$ cat src/rtl/cam_pixpack_pkg.sv
package cam_pixpack_pkg;

  localparam int BYTE_W  = 8;
  localparam int PIX_W   = 32;
  localparam int GRP_MAX = 5;
  localparam int GRP_W   = GRP_MAX * BYTE_W;

  localparam logic [5:0] DT_YUV8   = 6'h1E;
  localparam logic [5:0] DT_RGB565 = 6'h22;
  localparam logic [5:0] DT_RGB888 = 6'h24;
  localparam logic [5:0] DT_RAW8   = 6'h2A;
  localparam logic [5:0] DT_RAW10  = 6'h2B;

  // bytes consumed per pixel group
  function automatic logic [2:0] grp_bytes(input logic [5:0] dt);
    case (dt)
      DT_YUV8:   return 3'd4;
      DT_RGB565: return 3'd2;
      DT_RGB888: return 3'd3;
      DT_RAW10:  return 3'd5;
      default:   return 3'd1;
    endcase
  endfunction

  // containers emitted per pixel group
  function automatic logic [2:0] grp_pixels(input logic [5:0] dt);
    case (dt)
      DT_YUV8, DT_RAW10: return 3'd4;
      default:           return 3'd1;
    endcase
  endfunction

  // which arrival byte (0=U0,1=Y0,2=V0,3=Y1) lands in output slot k
  function automatic logic [1:0] yuv_src(input logic [1:0] mode, input logic [1:0] k);
    logic [7:0] map;
    case (mode)
      2'd3:    map = {2'd3, 2'd2, 2'd1, 2'd0};
      2'd2:    map = {2'd3, 2'd0, 2'd1, 2'd2};
      2'd1:    map = {2'd2, 2'd3, 2'd0, 2'd1};
      default: map = {2'd0, 2'd3, 2'd2, 2'd1};
    endcase
    return map[k*2 +: 2];
  endfunction

  function automatic logic [PIX_W-1:0] grp_pixel(input logic [5:0] dt,
                                                 input logic [1:0] mode,
                                                 input logic [GRP_W-1:0] g,
                                                 input logic [1:0] k);
    logic [1:0] s;
    s = yuv_src(mode, k);
    case (dt)
      DT_YUV8:   return {24'd0, g[s*BYTE_W +: BYTE_W]};
      DT_RAW10:  return {22'd0, g[k*BYTE_W +: BYTE_W], g[4*BYTE_W + 2*k +: 2]};
      DT_RGB565: return {16'd0, g[15:0]};
      DT_RGB888: return {8'd0, g[23:0]};
      default:   return {24'd0, g[7:0]};
    endcase
  endfunction

endpackage

$ cat src/rtl/cam_unpack.sv
module cam_unpack
  import cam_pixpack_pkg::*;
(
  input  logic             clk,
  input  logic             rst_n,
  input  logic             run,
  input  logic             en,
  input  logic [5:0]       dt,
  input  logic [1:0]       mode,
  input  logic             in_valid,
  output logic             in_ready,
  input  logic [BYTE_W-1:0] in_data,
  input  logic             in_eol,
  output logic             pc_valid,
  input  logic             pc_ready,
  output logic [PIX_W-1:0] pc_data,
  output logic             pc_eol
);

  logic [GRP_W-1:0] grp;
  logic [2:0]       bcnt;
  logic [1:0]       ecnt;
  logic             emitting;
  logic             eol_q;
  logic [2:0]       glen;
  logic [2:0]       npix;
  logic             last_pix;

  assign glen     = grp_bytes(dt);
  assign npix     = grp_pixels(dt);
  assign last_pix = ({1'b0, ecnt} == 3'(npix - 3'd1));

  assign in_ready = run && en && !emitting;
  assign pc_valid = emitting;
  assign pc_data  = grp_pixel(dt, mode, grp, ecnt);
  assign pc_eol   = eol_q && last_pix;

  always_ff @(posedge clk or negedge rst_n) begin
    if (!rst_n) begin
      grp      <= '0;
      bcnt     <= '0;
      ecnt     <= '0;
      emitting <= 1'b0;
      eol_q    <= 1'b0;
    end else if (!run) begin
      grp      <= '0;
      bcnt     <= '0;
      ecnt     <= '0;
      emitting <= 1'b0;
      eol_q    <= 1'b0;
    end else if (!emitting) begin
      if (in_valid && in_ready) begin
        grp[bcnt*BYTE_W +: BYTE_W] <= in_data;
        if (3'(bcnt + 3'd1) == glen || in_eol) begin
          emitting <= 1'b1;
          ecnt     <= '0;
          eol_q    <= in_eol;
          bcnt     <= '0;
        end else begin
          bcnt <= bcnt + 3'd1;
        end
      end
    end else if (pc_ready) begin
      if (last_pix) begin
        emitting <= 1'b0;
        grp      <= '0;
        eol_q    <= 1'b0;
      end else begin
        ecnt <= ecnt + 2'd1;
      end
    end
  end

endmodule

$ cat src/rtl/cam_pack.sv
module cam_pack
  import cam_pixpack_pkg::*;
#(
  parameter int WORD_W = 128
)(
  input  logic              clk,
  input  logic              rst_n,
  input  logic              run,
  input  logic [1:0]        csize,
  input  logic              pc_valid,
  output logic              pc_ready,
  input  logic [PIX_W-1:0]  pc_data,
  input  logic              pc_eol,
  output logic              out_valid,
  input  logic              out_ready,
  output logic [WORD_W-1:0] out_data,
  output logic              out_eol
);

  localparam int SLOTS_MAX = WORD_W / 8;
  localparam int SLOT_W    = $clog2(SLOTS_MAX);
  localparam int SH_W      = $clog2(WORD_W);
  localparam int LAST8     = WORD_W / 8 - 1;
  localparam int LAST16    = WORD_W / 16 - 1;
  localparam int LAST32    = WORD_W / 32 - 1;

  logic [WORD_W-1:0] acc;
  logic [WORD_W-1:0] merged;
  logic [SLOT_W-1:0] slot;
  logic [PIX_W-1:0]  val;
  logic [SH_W-1:0]   shamt;
  logic              last;

  always_comb begin
    case (csize)
      2'd0: begin
        val   = {24'd0, pc_data[7:0]};
        shamt = SH_W'(int'(slot) * 8);
        last  = (int'(slot) == LAST8);
      end
      2'd1: begin
        val   = {16'd0, pc_data[15:0]};
        shamt = SH_W'(int'(slot) * 16);
        last  = (int'(slot) == LAST16);
      end
      default: begin
        val   = pc_data;
        shamt = SH_W'(int'(slot) * 32);
        last  = (int'(slot) == LAST32);
      end
    endcase
    merged = acc | ({{(WORD_W-PIX_W){1'b0}}, val} << shamt);
  end

  assign pc_ready = run && (!out_valid || out_ready);

  always_ff @(posedge clk or negedge rst_n) begin
    if (!rst_n) begin
      acc       <= '0;
      slot      <= '0;
      out_valid <= 1'b0;
      out_data  <= '0;
      out_eol   <= 1'b0;
    end else if (!run) begin
      acc       <= '0;
      slot      <= '0;
      out_valid <= 1'b0;
      out_data  <= '0;
      out_eol   <= 1'b0;
    end else begin
      if (out_valid && out_ready) out_valid <= 1'b0;
      if (pc_valid && pc_ready) begin
        if (last || pc_eol) begin
          out_data  <= merged;
          out_eol   <= pc_eol;
          out_valid <= 1'b1;
          acc       <= '0;
          slot      <= '0;
        end else begin
          acc  <= merged;
          slot <= slot + 1'b1;
        end
      end
    end
  end

endmodule

$ cat src/rtl/cam_pixpack.sv
module cam_pixpack
  import cam_pixpack_pkg::*;
#(
  parameter int WORD_W = 128
)(
  input  logic              clk,
  input  logic              rst_n,
  input  logic              cfg_pix_run,
  input  logic              cfg_enable,
  input  logic [5:0]        cfg_dtype,
  input  logic [1:0]        cfg_csize,
  input  logic [1:0]        cfg_yuv_mode,
  input  logic              in_valid,
  output logic              in_ready,
  input  logic [7:0]        in_data,
  input  logic              in_eol,
  output logic              out_valid,
  input  logic              out_ready,
  output logic [WORD_W-1:0] out_data,
  output logic              out_eol
);

  logic             pc_valid;
  logic             pc_ready;
  logic [PIX_W-1:0] pc_data;
  logic             pc_eol;

  cam_unpack u_unpack (
    .clk      (clk),
    .rst_n    (rst_n),
    .run      (cfg_pix_run),
    .en       (cfg_enable),
    .dt       (cfg_dtype),
    .mode     (cfg_yuv_mode),
    .in_valid (in_valid),
    .in_ready (in_ready),
    .in_data  (in_data),
    .in_eol   (in_eol),
    .pc_valid (pc_valid),
    .pc_ready (pc_ready),
    .pc_data  (pc_data),
    .pc_eol   (pc_eol)
  );

  cam_pack #(.WORD_W(WORD_W)) u_pack (
    .clk       (clk),
    .rst_n     (rst_n),
    .run       (cfg_pix_run),
    .csize     (cfg_csize),
    .pc_valid  (pc_valid),
    .pc_ready  (pc_ready),
    .pc_data   (pc_data),
    .pc_eol    (pc_eol),
    .out_valid (out_valid),
    .out_ready (out_ready),
    .out_data  (out_data),
    .out_eol   (out_eol)
  );

endmodule

$ cat config.mk
export PLATFORM = sky130hd
export DESIGN_NAME = cam_pixpack
export DESIGN_NICKNAME = d
export VERILOG_FILES = /design/src/rtl/cam_pixpack_pkg.sv /design/src/rtl/cam_unpack.sv /design/src/rtl/cam_pack.sv /design/src/rtl/cam_pixpack.sv
export SDC_FILE = /design/constraint.sdc
export NUM_CORES = 1
export LEC_CHECK = 0
export BUFFER_PORTS_ARGS = -buffer_cell sky130_fd_sc_hd__buf_2
export CORE_AREA = 2 2 174 176
export DETAILED_ROUTE_END_ITERATION = 16
export DIE_AREA = 0 0 176 178
export PLACE_DENSITY_LB_ADDON = 0.1
export SYNTH_ARGS = -nofsm -noshare
export SYNTH_HDL_FRONTEND = slang
export SYNTH_HIERARCHICAL = 1
export SYNTH_SLANG_ARGS = --single-unit
$ cat constraint.sdc
create_clock -name clk -period 3.1 [get_ports clk]
set_clock_uncertainty 0.15 [all_clocks]
set_input_delay 0.31 -clock clk [delete_from_list [all_inputs] [get_ports clk]]
set_output_delay 0.31 -clock clk [all_outputs]
set_load 0.02 [all_outputs]
# Word level (Yosys, flattened, before mapping)
# Cells that the tools add are included.
[totals] regBits=309 inputBits=25
[classes] n_addsub=6 n_eq_ne=22 n_shift=7 n_mux=51 bitwise=1 n_reduce_logical=19
[ops] cell="128-bit two-way mux" count=6
[ops] cell="40-bit two-way mux" count=5
[ops] cell="128-bit OR" count=1
[ops] cell="24-bit by 7-bit << shifter with 128-bit output" count=1
[ops] cell="24-bit case mux with 4 select lines" count=1
[ops] cell="40-bit by 6-bit indexed part select with 8-bit output" count=2
[ops] cell="24-bit case mux with 2 select lines" count=1
[ops] cell="40-bit bitwise mux" count=1
[ops] cell="8-bit by 34-bit variable shift with 40-bit output, first input constant" count=1
[ops] cell="40-bit by 33-bit indexed part select with 2-bit output" count=1
[ops] cell="8-bit by 34-bit indexed part select with 40-bit output" count=1
[ops] cell="6-bit negation with 34-bit output" count=1
[ops] cell="8-bit case mux with 3 select lines" count=1
[ops] cell="1-bit two-way mux" count=19
[ops] cell="6-bit equality test, second input constant" count=3
[ops] cell="3-bit two-way mux" count=5
[ops] cell="7-bit case mux with 2 select lines" count=1
[ops] cell="2-bit two-way mux" count=6
[ops] cell="4-bit two-way mux" count=3
[ops] cell="3-bit case mux with 4 select lines" count=1
[ops] cell="4-bit AND reduction" count=2
[ops] cell="8-bit by 4-bit indexed part select with 2-bit output" count=1
[ops] cell="6-bit by 3-bit adder with 7-bit output, first input constant" count=1
[ops] cell="1-bit logical AND" count=7
[ops] cell="24 further kinds" count=34

# Longest topological paths before layout
[depth] depth_word=11 mapped_depth=11 depth_no_buf=9

# Modules after synthesis
# Netlist, hierarchy kept.
[by_module_without_submodules] mod="cam_pack" instances=1 cells_each=1293 area_each_um2=12664.6 seq_area_each_um2=6556.3
[by_module_without_submodules] mod="cam_unpack" instances=1 cells_each=299 area_each_um2=3115.5 seq_area_each_um2=1176.1

# Worst setup path before layout
# OpenSTA, ideal clock, no wires.
[synth_path] path_type="register -> register" startpoint="reg u_unpack.ecnt[0]" endpoint="reg u_pack.out_data[123]" setup_time_ps=99 arrival_ps=2761 t_required_ps=2851 path_slack_ps=90 path_stages_with_launch=12 n_path_buf=3 path_cell_list="dfrtp_1 -> buf_2 -> xor2_1 -> buf_2 -> a211oi_1 -> a211oi_1 -> a221o_1 -> clkbuf_1 -> nand4bb_1 -> a211oi_2 -> o21ai_0 -> a311oi_1"
[synth_via] elab_chain_cells=9 elab_cells_between_ends=17
[synth_rtl] item="start, declared" line="cam_unpack.sv:22" source="logic [1:0] ecnt;"
[synth_rtl] item="start signal, assigned" line="cam_unpack.sv:69" source="ecnt <= ecnt + 2'd1;"
[synth_rtl] item="8-bit by 4-bit indexed part select with 2-bit output" line="cam_pixpack_pkg.sv:42" source="return map[k*2 +: 2];"
[synth_rtl] item="40-bit by 6-bit indexed part select with 8-bit output" line="cam_pixpack_pkg.sv:52" source="DT_YUV8: return {24'd0, g[s*BYTE_W +: BYTE_W]};"
[synth_rtl] item="24-bit case mux with 4 select lines (*)" line="cam_pixpack_pkg.sv:51" source="case (dt)"
[synth_rtl] item="named net pc_data[3]" line="cam_pixpack.sv:25" source="logic [PIX_W-1:0] pc_data;"
[synth_rtl] item="24-bit case mux with 2 select lines (*)" line="cam_pack.sv:35" source="case (csize)"
[synth_rtl] item="24-bit by 7-bit << shifter with 128-bit output (*)" line="cam_pack.sv:52" source="merged = acc | ({{(WORD_W-PIX_W){1'b0}}, val} << shamt);"
[synth_rtl] item="128-bit OR (*)" line="cam_pack.sv:52"
[synth_rtl] item="128-bit two-way mux (*)" line="cam_pack.sv:73" source="if (last || pc_eol) begin"
[synth_rtl] item="128-bit two-way mux (*)" line="cam_pack.sv:72" source="if (pc_valid && pc_ready) begin"
[synth_rtl] item="128-bit two-way mux (*)" line="cam_pack.sv:64" source="end else if (!run) begin"
[synth_rtl] item="end signal, assigned" line="cam_pack.sv:74" source="out_data <= merged;"
[synth_rtl] item="end, declared" line="cam_pack.sv:16" source="output logic [WORD_W-1:0] out_data,"
# Mark *: on every way through the listed nets, which the timed path passes. The rest lies on a longest branch. The select of a mux whose other input is x is not followed.
# A chain may end at the register's enable or synchronous reset.

# Worst setup path after layout
[layout_path] startpoint="reg u_unpack.ecnt[1]" endpoint="reg u_pack.out_data[13]"
# The elaborated chain is that of the path after synthesis.

==> metrics.md <==
| Metric | Value |
|---|---|
| CTS Buf Count | 35 |
| Root buffer cell | clkbuf_16 |
| Worst path slowest cell | mux4_2 |
| CP top delay family | compound AO/OA/AOI/OAI gates |
| R2R setup slack | between 0.2 and 0.25 ns |
| Hold_buf cts | 10 |
| Vias per cell | 6.45 |
| Reg2reg path depth | 7 |
| Final Wtd Congestion | around 0.90 |
| Multi-input gate area | around 7000 sq um |
| Unrepaired setup endpoints after global routing | false |
| Detailed placer's ending HPWL | ~30000 um |
| Syn Inst Count | around 1600 |
| DRT Pass-1 Iters | 5 |
| Crit end category | flop |
| Fin. Hold Viols | 0 |
| Total power | 9.02 mW |
| Crit-path cells | buf_4 -> mux4_2 -> a221o_1 -> nand4bb_1 -> nand2_1 -> o211ai_1 -> a311oi_1 |
| Mean Syn Cell Area | 9.91 sq um |
| Drt initial violations | 1449 |
| Synth unique cells | 73 |
| Final WL | 46600 um |
| Clk_lat worst skew | 0.51 ns |
| Slew margin rel. | between 40 and 50% |
| Chip height | between 150 and 200 um |
| LEAKAGE | around 7.7 nW |
| Area growth, synth to finish | 17.0% |
| Critical path fanouts, max | 33 |
| Register area share after synthesis | around half |
| Final count of pins violating max slew | 0 |
| Power density over the cells | ~500 nW/um^2 |
| Synth top cells by count | dfrtp_1, a21oi_1, a211oi_1 |
| Clk sinks | 309 |
| Ys flop type | dfrtp_1 |
| Routed Antenna Nets | 0 |
| Synth area leader | dfrtp_1 |
| Nets | around 1700 |
| Startpoint Class | flop |
| Antenna violations before repair | 1 |
| Setup WS pre-CTS | slightly below 0.09 ns |
| Vias in the first global route | roughly 13000 |
| Cell Area, Synth | ~16000 sq um |
| Post-synth EDFFs | 0 |
| Async SR Flop Fraction | 100% |
| I/O Pins | between 150 and 200 |
| R2r endpoint | u_pack/out_data[13] |
| Critical path type | reg2reg |
| Gr usage total | between 30% and 40% |
| Largest net degree at the start of global routing | between 80 and 90 |
| Port Buffers | 155 |
| CTS tree | built |
| Clock Path Buffers | 3 |
| Hold Path Origin | cfg_enable |
| Vias | around 14000 |
| Crit share post-route | approximately 94% |
| Crit path DAT | a little over 3 ns |
| Number of H-tree levels | 2 |
| Worst Path Buf+Inv | 1 |
| Setup tns final | 0 ns |
| Cts repair resizes | 0 |
| Max cap viols | 0 |
| Filler cells | around 2500 |
| Critical Path RT | between 3 and 4 ns |
| Fin crit period | approximately 2.9 ns |
| CP peak stage delay | roughly 0.57 ns |
| Worst hold path class | in2reg |
| # DRC | 0 |
| Peak supply drop | 0.000446 V |
| Setup ws final | 0.200 ns |
| Wirelength per Cell | approximately 22 um |
| Yosys top cell area share | around half |
| Least-Margin Pin Slew | around 0.78 ns |
| Cell count of the worst hold path | 3 |
| GR Overflow Total | 0 |
| Area contributors post-synth | dfrtp_1, a21oi_1, a211oi_1, a311oi_1, o21ai_0 |
| First-pass GRT wire length | between 70000 and 80000 um |
| Hold EP | u_unpack/pc_valid |
| Initial Util | between 50% and 60% |
| FF+latch count, synth | 309 |
| Achievable clock frequency | 0.345 GHz |
| Clock Pin Slew Worst Setup and Hold Paths | about 0.05 ns |
| Die area | around 31000 sq um |
| Top-count cell post-synth | dfrtp_1 |
| Layout cells sized above 1 | about 21% |
| Setup Viol. Count Final | 0 |
| Sequential cell area | ~7700 sq um |
| Core area | between 20000 and 30000 sq um |
| R2R Path Start | u_unpack/ecnt[1] |
| # rows | 63 |
| Ys Warns | 6 |
| Run status | finished, final reports clean |
| Die width | 176 um |
| Post-CTS Setup Inserts | 0 |
-- per-layer routing --
layer | global-route usage (%) | vias up | part of all wire (%)
li1 | - | 6268 | -
met1 | 43.4 | 6845 | 44
met2 | 48.1 | 554 | 47
met3 | 3.73 | 75 | 6.2
met4 | 8.75 | 0 | 2.4
met5 | 0 | - | 0
-- kinds of logic after synthesis --
kind of cell               after synthesis  synth area share, %
AOI/OAI and AO/OA                      697                 30.6
buffers and inverters                  258                 6.85
adders and majority gates                8                0.618
muxes                                   32                 2.86
and+or+nand+nor                        279                 9.56
xor gates and xnor gates                 8                0.492
other                                    1               0.0238
DFF                                    309                 49.0
-- metrics by stage --
step / std cells / util [%] / area, sq um / hold WS, ns
after CTS: 2131 / 62.8 / 18500 / 0.0627
after detailed placement: 2060 / 58.5 / 17200 / 0.222
after global routing: 2132 / 62.8 / 18500 / 0.0982
final: 2132 / 62.8 / 18500 / 0.0779
after floorplan: 1599 / - / 15800 / -0.136
after global placement: 2060 / 58.5 / 17200 / 0.218
-- layout by cell type, fill, tap and decap left out, drive strengths merged, types with 5 or more instances in the layout --
master,instances
a311oi,63
a41oi,24
nand4bb,11
a211oi,134
a21oi,204
o2111ai,22
nand3,10
buf,241
clkbuf,54
nor3,61
nor2b,12
a221o,8
xnor2,6
and2,24
dlygate4sd3,10
or2,5
o21ai,106
nor4b,5
ha,7
inv,87
a21o,6
nor2,84
mux4,10
conb,8
nand2b,5
o211ai,25
o31ai,15
nand2,30
dfrtp,309
a31oi,45
and3,5
a22o,34
mux2i,20
-- power breakdown --
group	internal (mW)	switching (mW)	total, mW
clock	2.52	1.63	4.15
sequential	4.06	0.0238	4.08
combinational	0.227	0.564	0.792
total	6.80	2.22	9.02
-- registers in the layout, indices dropped and copies added, names as in the netlist --
register,count
u_unpack/grp,40
u_unpack/ecnt,2
u_unpack/eol_q,1
u_unpack/pc_valid,1
u_unpack/bcnt,3
u_pack/out_data,128
u_pack/out_valid,1
u_pack/slot,4
u_pack/out_eol,1
u_pack/acc,128
-- worst max path at each step --
stage / from / endpoint / slack [ns] / cells past startpoint
2_1_floorplan: u_unpack/ecnt[0] / u_pack/out_data[123] / 0.09 / 11
3_3_place_gp: cfg_dtype[0] / u_pack/out_data[95] / 0.15 / 10
3_5_place_dp: cfg_dtype[0] / u_pack/out_data[124] / 0.09 / 10
4_1_cts: u_unpack/ecnt[1] / u_pack/out_data[13] / 0.23 / 7
5_1_grt: u_unpack/ecnt[1] / u_pack/out_data[117] / 0.08 / 7
6_report: u_unpack/ecnt[1] / u_pack/out_data[13] / 0.20 / 7
-- worst register-to-register path, delay by kind of cell, from the launching register on --
family / cells / cell delay, ns
buffers and inverters: 1 / 0.38
DFF: 1 / 0.38
AOI/OAI and AO/OA: 3 / 0.76
muxes: 1 / 0.59
and+or+nand+nor: 2 / 0.49
-- area by class of cell --
type | count | area share (%)
tap | 390 | 2.64
inverter | 88 | 1.80
timing repair buffer | 251 | 9.38
multi-input combinational | 1032 | 38.1
antenna | 1 | 0.0136
clock buffer | 54 | 5.74
clock inverter | 7 | 0.488
sequential | 309 | 41.9
No activity file was read; power rests on OpenSTA's default activity.
